--- src/rtl/vint_pkg.sv ---
package vint_pkg;
  typedef enum logic [2:0] {
    OP_NONE  = 3'd0,
    OP_RSM   = 3'd1,
    OP_SSM   = 3'd2,
    OP_MTPSR = 3'd3,
    OP_MTTPR = 3'd4,
    OP_MFTPR = 3'd5
  } vop_e;

  typedef struct packed {
    logic trap;
    logic wr_ie;
    logic ie_val;
    logic wr_tpr;
    logic rd_tpr;
    logic chk;
  } vdec_t;
endpackage

--- src/rtl/vint_op_classify.sv ---
module vint_op_classify
  import vint_pkg::*;
#(
  parameter int MASK_W = 24,
  parameter int IE_BIT = 14
) (
  input  logic              op_valid,
  input  logic [2:0]        op_kind,
  input  logic [MASK_W-1:0] op_mask,
  input  logic              fault_in,
  input  logic              opt_en,
  input  logic              vmode,
  input  logic              hv_we,
  output vdec_t             dec
);
  localparam logic [MASK_W-1:0] IE_ONEHOT = MASK_W'(1) << IE_BIT;

  logic guest, en, mask_other;

  assign guest      = op_valid && !hv_we;
  assign en         = opt_en && vmode;
  assign mask_other = |(op_mask & ~IE_ONEHOT);

  always_comb begin
    dec = '0;
    if (guest) begin
      case (op_kind)
        OP_RSM, OP_SSM: begin
          if (!en || mask_other || fault_in) begin
            dec.trap = 1'b1;
          end else begin
            dec.wr_ie  = op_mask[IE_BIT];
            dec.ie_val = (op_kind == OP_SSM);
            dec.chk    = 1'b1;
          end
        end
        OP_MTPSR: dec.trap = 1'b1;
        OP_MTTPR: begin
          if (!en || fault_in) begin
            dec.trap = 1'b1;
          end else begin
            dec.wr_tpr = 1'b1;
            dec.chk    = 1'b1;
          end
        end
        OP_MFTPR: begin
          if (!en || fault_in) dec.trap = 1'b1;
          else                 dec.rd_tpr = 1'b1;
        end
        default: dec = '0;
      endcase
    end
  end
endmodule

--- src/rtl/vint_state_regs.sv ---
module vint_state_regs #(
  parameter int TPR_W = 5,
  parameter int PRI_W = 6
) (
  input  logic             clk,
  input  logic             rst,
  input  logic             wr_ie,
  input  logic             ie_val,
  input  logic             wr_tpr,
  input  logic [TPR_W-1:0] tpr_wdata,
  input  logic             hv_we,
  input  logic [PRI_W-1:0] hv_wdata,
  output logic             ie_q,
  output logic [TPR_W-1:0] tpr_q,
  output logic [PRI_W-1:0] pri_q,
  output logic             ie_nx,
  output logic [TPR_W-1:0] tpr_nx
);
  assign ie_nx  = wr_ie  ? ie_val    : ie_q;
  assign tpr_nx = wr_tpr ? tpr_wdata : tpr_q;

  always_ff @(posedge clk) begin
    if (rst) begin
      ie_q  <= 1'b0;
      tpr_q <= '0;
      pri_q <= '0;
    end else begin
      ie_q  <= ie_nx;
      tpr_q <= tpr_nx;
      if (hv_we) pri_q <= hv_wdata;
    end
  end
endmodule

--- src/rtl/vint_unmask_cmp.sv ---
module vint_unmask_cmp #(
  parameter int MIC_W = 4,
  localparam int TPR_W = MIC_W + 1,
  localparam int PRI_W = MIC_W + 2
) (
  input  logic             ie,
  input  logic [TPR_W-1:0] tpr,
  input  logic [PRI_W-1:0] pri,
  output logic             hit
);
  logic [PRI_W-1:0] thresh;

  assign thresh = {~ie, tpr[TPR_W-1], tpr[MIC_W-1:0]};
  assign hit    = pri > thresh;
endmodule

--- src/rtl/vint_unmask_top.sv ---
module vint_unmask_top
  import vint_pkg::*;
#(
  parameter int MIC_W  = 4,
  parameter int MASK_W = 24,
  parameter int IE_BIT = 14,
  localparam int TPR_W = MIC_W + 1,
  localparam int PRI_W = MIC_W + 2
) (
  input  logic              clk,
  input  logic              rst,
  input  logic              opt_en,
  input  logic              vmode,
  input  logic              op_valid,
  input  logic [2:0]        op_kind,
  input  logic [MASK_W-1:0] op_mask,
  input  logic [TPR_W-1:0]  op_tpr,
  input  logic              fault_in,
  input  logic              hv_vhpi_we,
  input  logic [PRI_W-1:0]  hv_vhpi_wdata,
  output logic [TPR_W-1:0]  hv_tpr_o,
  output logic              intercept_o,
  output logic              vint_o,
  output logic              rd_valid_o,
  output logic [TPR_W-1:0]  rd_data_o
);
  vdec_t            dec;
  logic             ie_q, ie_nx, hit_nx;
  logic [TPR_W-1:0] tpr_q, tpr_nx;
  logic [PRI_W-1:0] pri_q;

  vint_op_classify #(.MASK_W(MASK_W), .IE_BIT(IE_BIT)) u_cls (
    .op_valid(op_valid), .op_kind(op_kind), .op_mask(op_mask),
    .fault_in(fault_in), .opt_en(opt_en), .vmode(vmode),
    .hv_we(hv_vhpi_we), .dec(dec)
  );

  vint_state_regs #(.TPR_W(TPR_W), .PRI_W(PRI_W)) u_st (
    .clk(clk), .rst(rst),
    .wr_ie(dec.wr_ie), .ie_val(dec.ie_val),
    .wr_tpr(dec.wr_tpr), .tpr_wdata(op_tpr),
    .hv_we(hv_vhpi_we), .hv_wdata(hv_vhpi_wdata),
    .ie_q(ie_q), .tpr_q(tpr_q), .pri_q(pri_q),
    .ie_nx(ie_nx), .tpr_nx(tpr_nx)
  );

  vint_unmask_cmp #(.MIC_W(MIC_W)) u_cmp (
    .ie(ie_nx), .tpr(tpr_nx), .pri(pri_q), .hit(hit_nx)
  );

  assign hv_tpr_o = tpr_q;

  always_ff @(posedge clk) begin
    if (rst) begin
      intercept_o <= 1'b0;
      vint_o      <= 1'b0;
      rd_valid_o  <= 1'b0;
      rd_data_o   <= '0;
    end else begin
      intercept_o <= dec.trap;
      vint_o      <= dec.chk && hit_nx;
      rd_valid_o  <= dec.rd_tpr;
      rd_data_o   <= dec.rd_tpr ? tpr_q : '0;
    end
  end
endmodule

--- config.mk ---
export PLATFORM = sky130hd
export DESIGN_NAME = vint_unmask_top
export DESIGN_NICKNAME = d
export VERILOG_FILES = /design/src/rtl/vint_pkg.sv /design/src/rtl/vint_op_classify.sv /design/src/rtl/vint_state_regs.sv /design/src/rtl/vint_unmask_cmp.sv /design/src/rtl/vint_unmask_top.sv
export SDC_FILE = /design/constraint.sdc
export NUM_CORES = 1
export LEC_CHECK = 0
export ABC_AREA = 1
export BUFFER_PORTS_ARGS = -buffer_cell sky130_fd_sc_hd__buf_2
export CAP_MARGIN = 5
export CORE_MARGIN = 1.5
export CORE_UTILIZATION = 35
export CTS_BUF_LIST = sky130_fd_sc_hd__clkbuf_8
export CTS_CLUSTER_SIZE = 12
export DETAILED_ROUTE_END_ITERATION = 12
export PLACE_DENSITY = 0.66
export SETUP_SLACK_MARGIN = 0.15
export SLEW_MARGIN = 20
export SYNTH_ARGS = -nofsm -noshare
export SYNTH_HDL_FRONTEND = slang
export SYNTH_SLANG_ARGS = --single-unit
--- constraint.sdc ---
create_clock -name clk -period 2.14 [get_ports clk]
set_clock_uncertainty 0.05 [all_clocks]
set_input_delay 0.321 -clock clk [delete_from_list [all_inputs] [get_ports clk]]
set_output_delay 0.321 -clock clk [all_outputs]
set_load 0.1 [all_outputs]
; ---- Yosys cells after proc, flatten, opt, wreduce, memory -nomap -nowiden
; Cells that the tools add are included.
; Widths: inputs -> output; s select.
[op_classes]
n_eq_ne = 5
reduce_logical = 13
mux = 13
order_cmp = 1
bitwise = 3
[ops]
columns = op, count
row1 = $reduce_or 23->1, 1
row2 = $mux 5, 2
row3 = $reduce_or 2->1, 4
row4 = $mux 1, 7
row5 = $eq 3x2->1 const B, 2
row6 = $eq 3x3->1 const B, 2
row7 = $gt 6x6->1, 1
row8 = $mux 2, 2
row9 = $eq 3x1->1 const B, 1
row10 = $logic_and 1x1->1, 3
row11 = $logic_or 1x1->1, 3
row12 = $not 1->1, 3
row13 = $pmux 1 s3, 1
row14 = $logic_not 1->1, 2
row15 = $pmux 1 s2, 1
[totals]
register_bits = 20
elab_cells = 42
output_inout_bits = 13

; ---- Longest topological paths before layout
[depth]
word_depth = 11
depth_mapped = 15
depth_no_buf = 15

; ---- By module
; A second synthesis with hierarchy kept.
[unflattened]
hier_cells = 186
hier_area_um2 = 1142.3
[by_module_without_submodules]
columns = mod, n_inst, area_each_um2, cells_each
row1 = vint_state_regs, 1, 490.5, 76
row2 = vint_op_classify, 1, 254.0, 54
row3 = vint_unmask_top, 1, 226.5, 25
row4 = vint_unmask_cmp, 1, 171.4, 31

; ---- Worst setup path after synthesis
; Ideal clock, no wire load.
[synth_timing]
kind = register to register
startpoint = register u_st.tpr_q[4]
endpoint = register vint_o
stages_incl_launch_ff = 11
synth_period_minus_slack_ns = 2.142
path_buffers = 0
slack_ns = -0.002
setup_ns = 0.070
t_required_ns = 2.020
arrival_time_ns = 2.022
path_cell_list = dfxtp_1 > inv_1 > nand2_2 > o21ai_2 > ha_1 > nand2_1 > nor2_1 > o21ai_0 > o211ai_1 > nand3_1 > a21oi_1
[synth_via]
elab_chain_cells = 3
[synth_lines]
columns = item, line_no
row1 = start: declaration, vint_state_regs.sv:14  ; output logic [TPR_W-1:0] tpr_q,
row2 = start signal: assignment, vint_state_regs.sv:29  ; tpr_q <= tpr_nx;
row3 = $mux 5, vint_state_regs.sv:20  ; assign tpr_nx = wr_tpr ? tpr_wdata : tpr_q;
row4 = $gt 6x6->1, vint_unmask_cmp.sv:14  ; assign hit = pri > thresh;
row5 = $logic_and 1x1->1, vint_unmask_top.sv:61  ; vint_o <= dec.chk && hit_nx;
row6 = end signal: assignment, vint_unmask_top.sv:61
row7 = end: declaration, vint_unmask_top.sv:23  ; output logic vint_o,
; Every way passes these cells.
; A chain may end at the register's enable or synchronous reset.

; ---- Worst setup path in the final report
[layout_timing]
startpoint = input port opt_en
endpoint = register vint_o
[layout_via]
elab_chain_cells = 11
[layout_lines]
columns = item, line_no
row1 = start: declaration, vint_unmask_top.sv:12  ; input logic opt_en,
row2 = $logic_and 1x1->1 *, vint_op_classify.sv:21  ; assign en = opt_en && vmode;
row3 = $logic_not 1->1 *, "vint_op_classify.sv:29, vint_op_classify.sv:39"
row4 = $logic_or 1x1->1 (2 in a row), vint_op_classify.sv:29  ; if (!en || mask_other || fault_in) begin
row5 = $mux 2, vint_op_classify.sv:29
row6 = $mux 2, vint_op_classify.sv:27  ; case (op_kind)
row7 = $mux 5 *, vint_op_classify.sv:26  ; if (guest) begin
row8 = $mux 1, vint_state_regs.sv:19  ; assign ie_nx = wr_ie ? ie_val : ie_q;
row9 = $not 1->1, vint_unmask_cmp.sv:13  ; assign thresh = {~ie, tpr[TPR_W-1], tpr[MIC_W-1:0]};
row10 = $gt 6x6->1, vint_unmask_cmp.sv:14
row11 = $logic_and 1x1->1 *, vint_unmask_top.sv:61
; Every way passes the cells marked *; elsewhere a longest branch is shown, timed or not.

==> impl_metrics.json <==
{
  "root_buffer": "clkbuf_8",
  "power.share.clock_pct": 32.3,
  "tightestPinTransition_ns": 0.489,
  "rows": 19,
  "synth-adder-area-share_pct": 7.32,
  "critPathKind": "input pin to register",
  "drive_gt1_share_pct": 45.8,
  "placedCellCount": 239,
  "slew_headroom_pct": 67.6,
  "status": "complete, no violations",
  "overflow": 0,
  "ant_nets": 0,
  "dieWidth_um": 57.1,
  "ys_seq_area_share_pct": 39.0,
  "hpwl_mm": 1.78,
  "synth_nets": 194,
  "viasPerCell": 4.41,
  "clkTransAtPathRegs_ns": 0.07,
  "synth_area_per_cell_um2": 7.17,
  "worst_hold_slack_ns": 0.268,
  "p_int_w": 0.000561,
  "synth_top_cell_area_share_pct": 39.0,
  "firstDrtPassIters": 4,
  "rsz0062_at_grt": "false",
  "min_path_type": "input pin to register",
  "cp-start-kind": "input pin",
  "max_freq_ghz": 0.529,
  "final_util_pct": 53.6,
  "routed_wirelength_mm": 2.14,
  "required_ns": 2.28,
  "first_global_vias": 945,
  "cts_tree": "yes",
  "port_buffers": 57,
  "cts_sinks": 20,
  "instances_no_fill": 243,
  "ioPinCount": 58,
  "synth_warnings": 0,
  "core_mm2": 0.00276,
  "synth-compound-area-share_pct": 12.1,
  "numCtsBuffers": 3,
  "synth_simple_gate_area_share_pct": 32.4,
  "power_switching_w": 0.000177,
  "cts-htree-levels": 1,
  "ys_seq_elements": 20,
  "finalHoldViolations": 0,
  "finalSetupViolCount": 0,
  "timing.final.crit_share_pct": 88.3,
  "gp_congestion": 0.741,
  "endpoint_kind": "register",
  "yosysTopAreaCell": "dfxtp_1",
  "grt_max_degree": 14,
  "yosys.cell_types.count": 21,
  "syn_area_mm2": 0.00103,
  "fin_nets": 265,
  "drc": 0,
  "synth_cells": 143,
  "initial_core_util_pct": 37.2,
  "drt_iter0_drc": 26,
  "antenna_cells": 0,
  "cts_hold_buf": 0,
  "pwr-share-seq_pct": 51.9,
  "grt_use_total_pct": 13.6,
  "period_minus_slack_ns": 1.89,
  "vias": 1071,
  "pre_cts_ws_ns": -0.0347,
  "setup_ws_ns": 0.251,
  "synth_xor_area_share_pct": 0,
  "crit_fanout": 10,
  "comb_power_share_pct": 15.9,
  "area_delta_synth_final_pct": 44.0,
  "wl_per_cell_um": 8.81,
  "arrival_ns": 2.03,
  "dieArea_mm2": 0.00326,
  "p_per_area_mw_per_mm2": 500,
  "max-vdd-ir-drop_v": 0.000361,
  "synth_top_family_by_area": "simple AND/OR/NAND/NOR gates",
  "swShare_pct": 24.0,
  "total_power_w": 0.000739,
  "p_leak_nw": 0.772,
  "muxShareOfSynthArea_pct": 0,
  "antenna_found_initial": 0,
  "grt_pass1_wl_mm": 3.59,
  "clk_latency_ns": 0.25,
  "maxCapViolations": 0,
  "die_h_um": 57.1,
  "cts_buffer_depth": 2,
  "synth_area_leaders": "dfxtp_1 (39%), nand2_1 (9.9%), nor2_1 (9.1%)",
  "slew_violations": 0
}
## final timing paths
kind	start	to	slack (ns)	cells after the start
max reg2reg	u_st.tpr_q[4]	vint_o	0.70	10
max	opt_en	vint_o	0.25	15
min	hv_vhpi_wdata[5]	u_st.pri_q[5]	0.27	3
min reg2reg	u_st.pri_q[1]	u_st.pri_q[1]	0.42	2
## sequential cells by signal (all words and copies together), names as in the netlist
register     count
intercept_o      1
rd_data_o        5
rd_valid_o       1
u_st.ie_q        1
u_st.pri_q       6
u_st.tpr_q       5
vint_o           1
## layer usage
| layer | global-route usage (%) | vias to the layer above | share of wire [%] |
|---|---|---|---|
| met3 | 1.36 | 4 | 6.4 |
| li1 | - | 584 | - |
| met5 | 0 | - | 0 |
| met1 | 16.8 | 441 | 46 |
| met4 | 5.98 | 0 | 1.8 |
| met2 | 24.0 | 42 | 45 |
## synth_stat cells, drive strengths merged
cell type and n:
nor3 2, nor2 31, or2 1, dfxtp 20, inv 21, ha 6
o211ai 1, nand2 33, nand4 1, a21oi 10, buf 2, o21ai 8
a211oi 1, nand3 6
## layout by cell type (no fill, tap or decap), drive strengths merged
| cell | count |
|---|---|
| dfxtp | 20 |
| a211oi | 1 |
| a21oi | 10 |
| buf | 68 |
| ha | 6 |
| nor2 | 31 |
| or2 | 1 |
| nand3 | 6 |
| inv | 21 |
| nor3 | 2 |
| clkbuf | 3 |
| nand2 | 33 |
| o21ai | 8 |
| o211ai | 1 |
| nand4 | 1 |
## through the flow
step	area (um^2)	TNS, ns
after global routing	1480	0
after global placement	1420	0
after CTS	1460	0
final	1480	0
after detailed placement	1420	-0.0347
after floorplan	1030	0
## kinds of logic after synthesis
group / count (synthesis)
flops: 20
buf+inv: 23
fa+ha+maj: 6
simple gates: 74
compound gates: 20
## power groups by stage
stage / Combinational [W] / Clock (W) / Sequential, W
final: 0.000117 / 0.000238 / 0.000383
after global routing: 0.000133 / 0.000257 / 0.000383
after CTS: 0.000115 / 0.000242 / 0.000383
after global placement: 0.000114 / 0 / 0.000392
after floorplan: 0.0000450 / 0 / 0.000399
after detailed placement: 0.000114 / 0 / 0.000392
## timing repair
action | CTS | global route
setup buffers | 0 | 1
setup endpoints to repair | 0 | 1
gates resized for setup | 0 | 5
## layout make-up
type	count	area [um^2]
Fill cell	280	1280
Multi-Input combinational cell	100	542
Clock buffer	3	41.3
Inverter	21	78.8
Sequential cell	20	405
Tap cell	31	38.8
Timing Repair Buffer	68	372
## critical path: stages
cell      delay (ns)
buf_2           0.08
nand2_1         0.07
nor2_4          0.16
nand3_2         0.08
or2_1           0.22
buf_6           0.15
nand2_2         0.06
o21ai_2         0.05
ha_1            0.27
nand2_1         0.07
nor2_2          0.12
o21ai_0         0.09
o211ai_1        0.09
nand3_1         0.09
a21oi_1         0.11
Note: power is estimated with default switching activity, not from simulation.
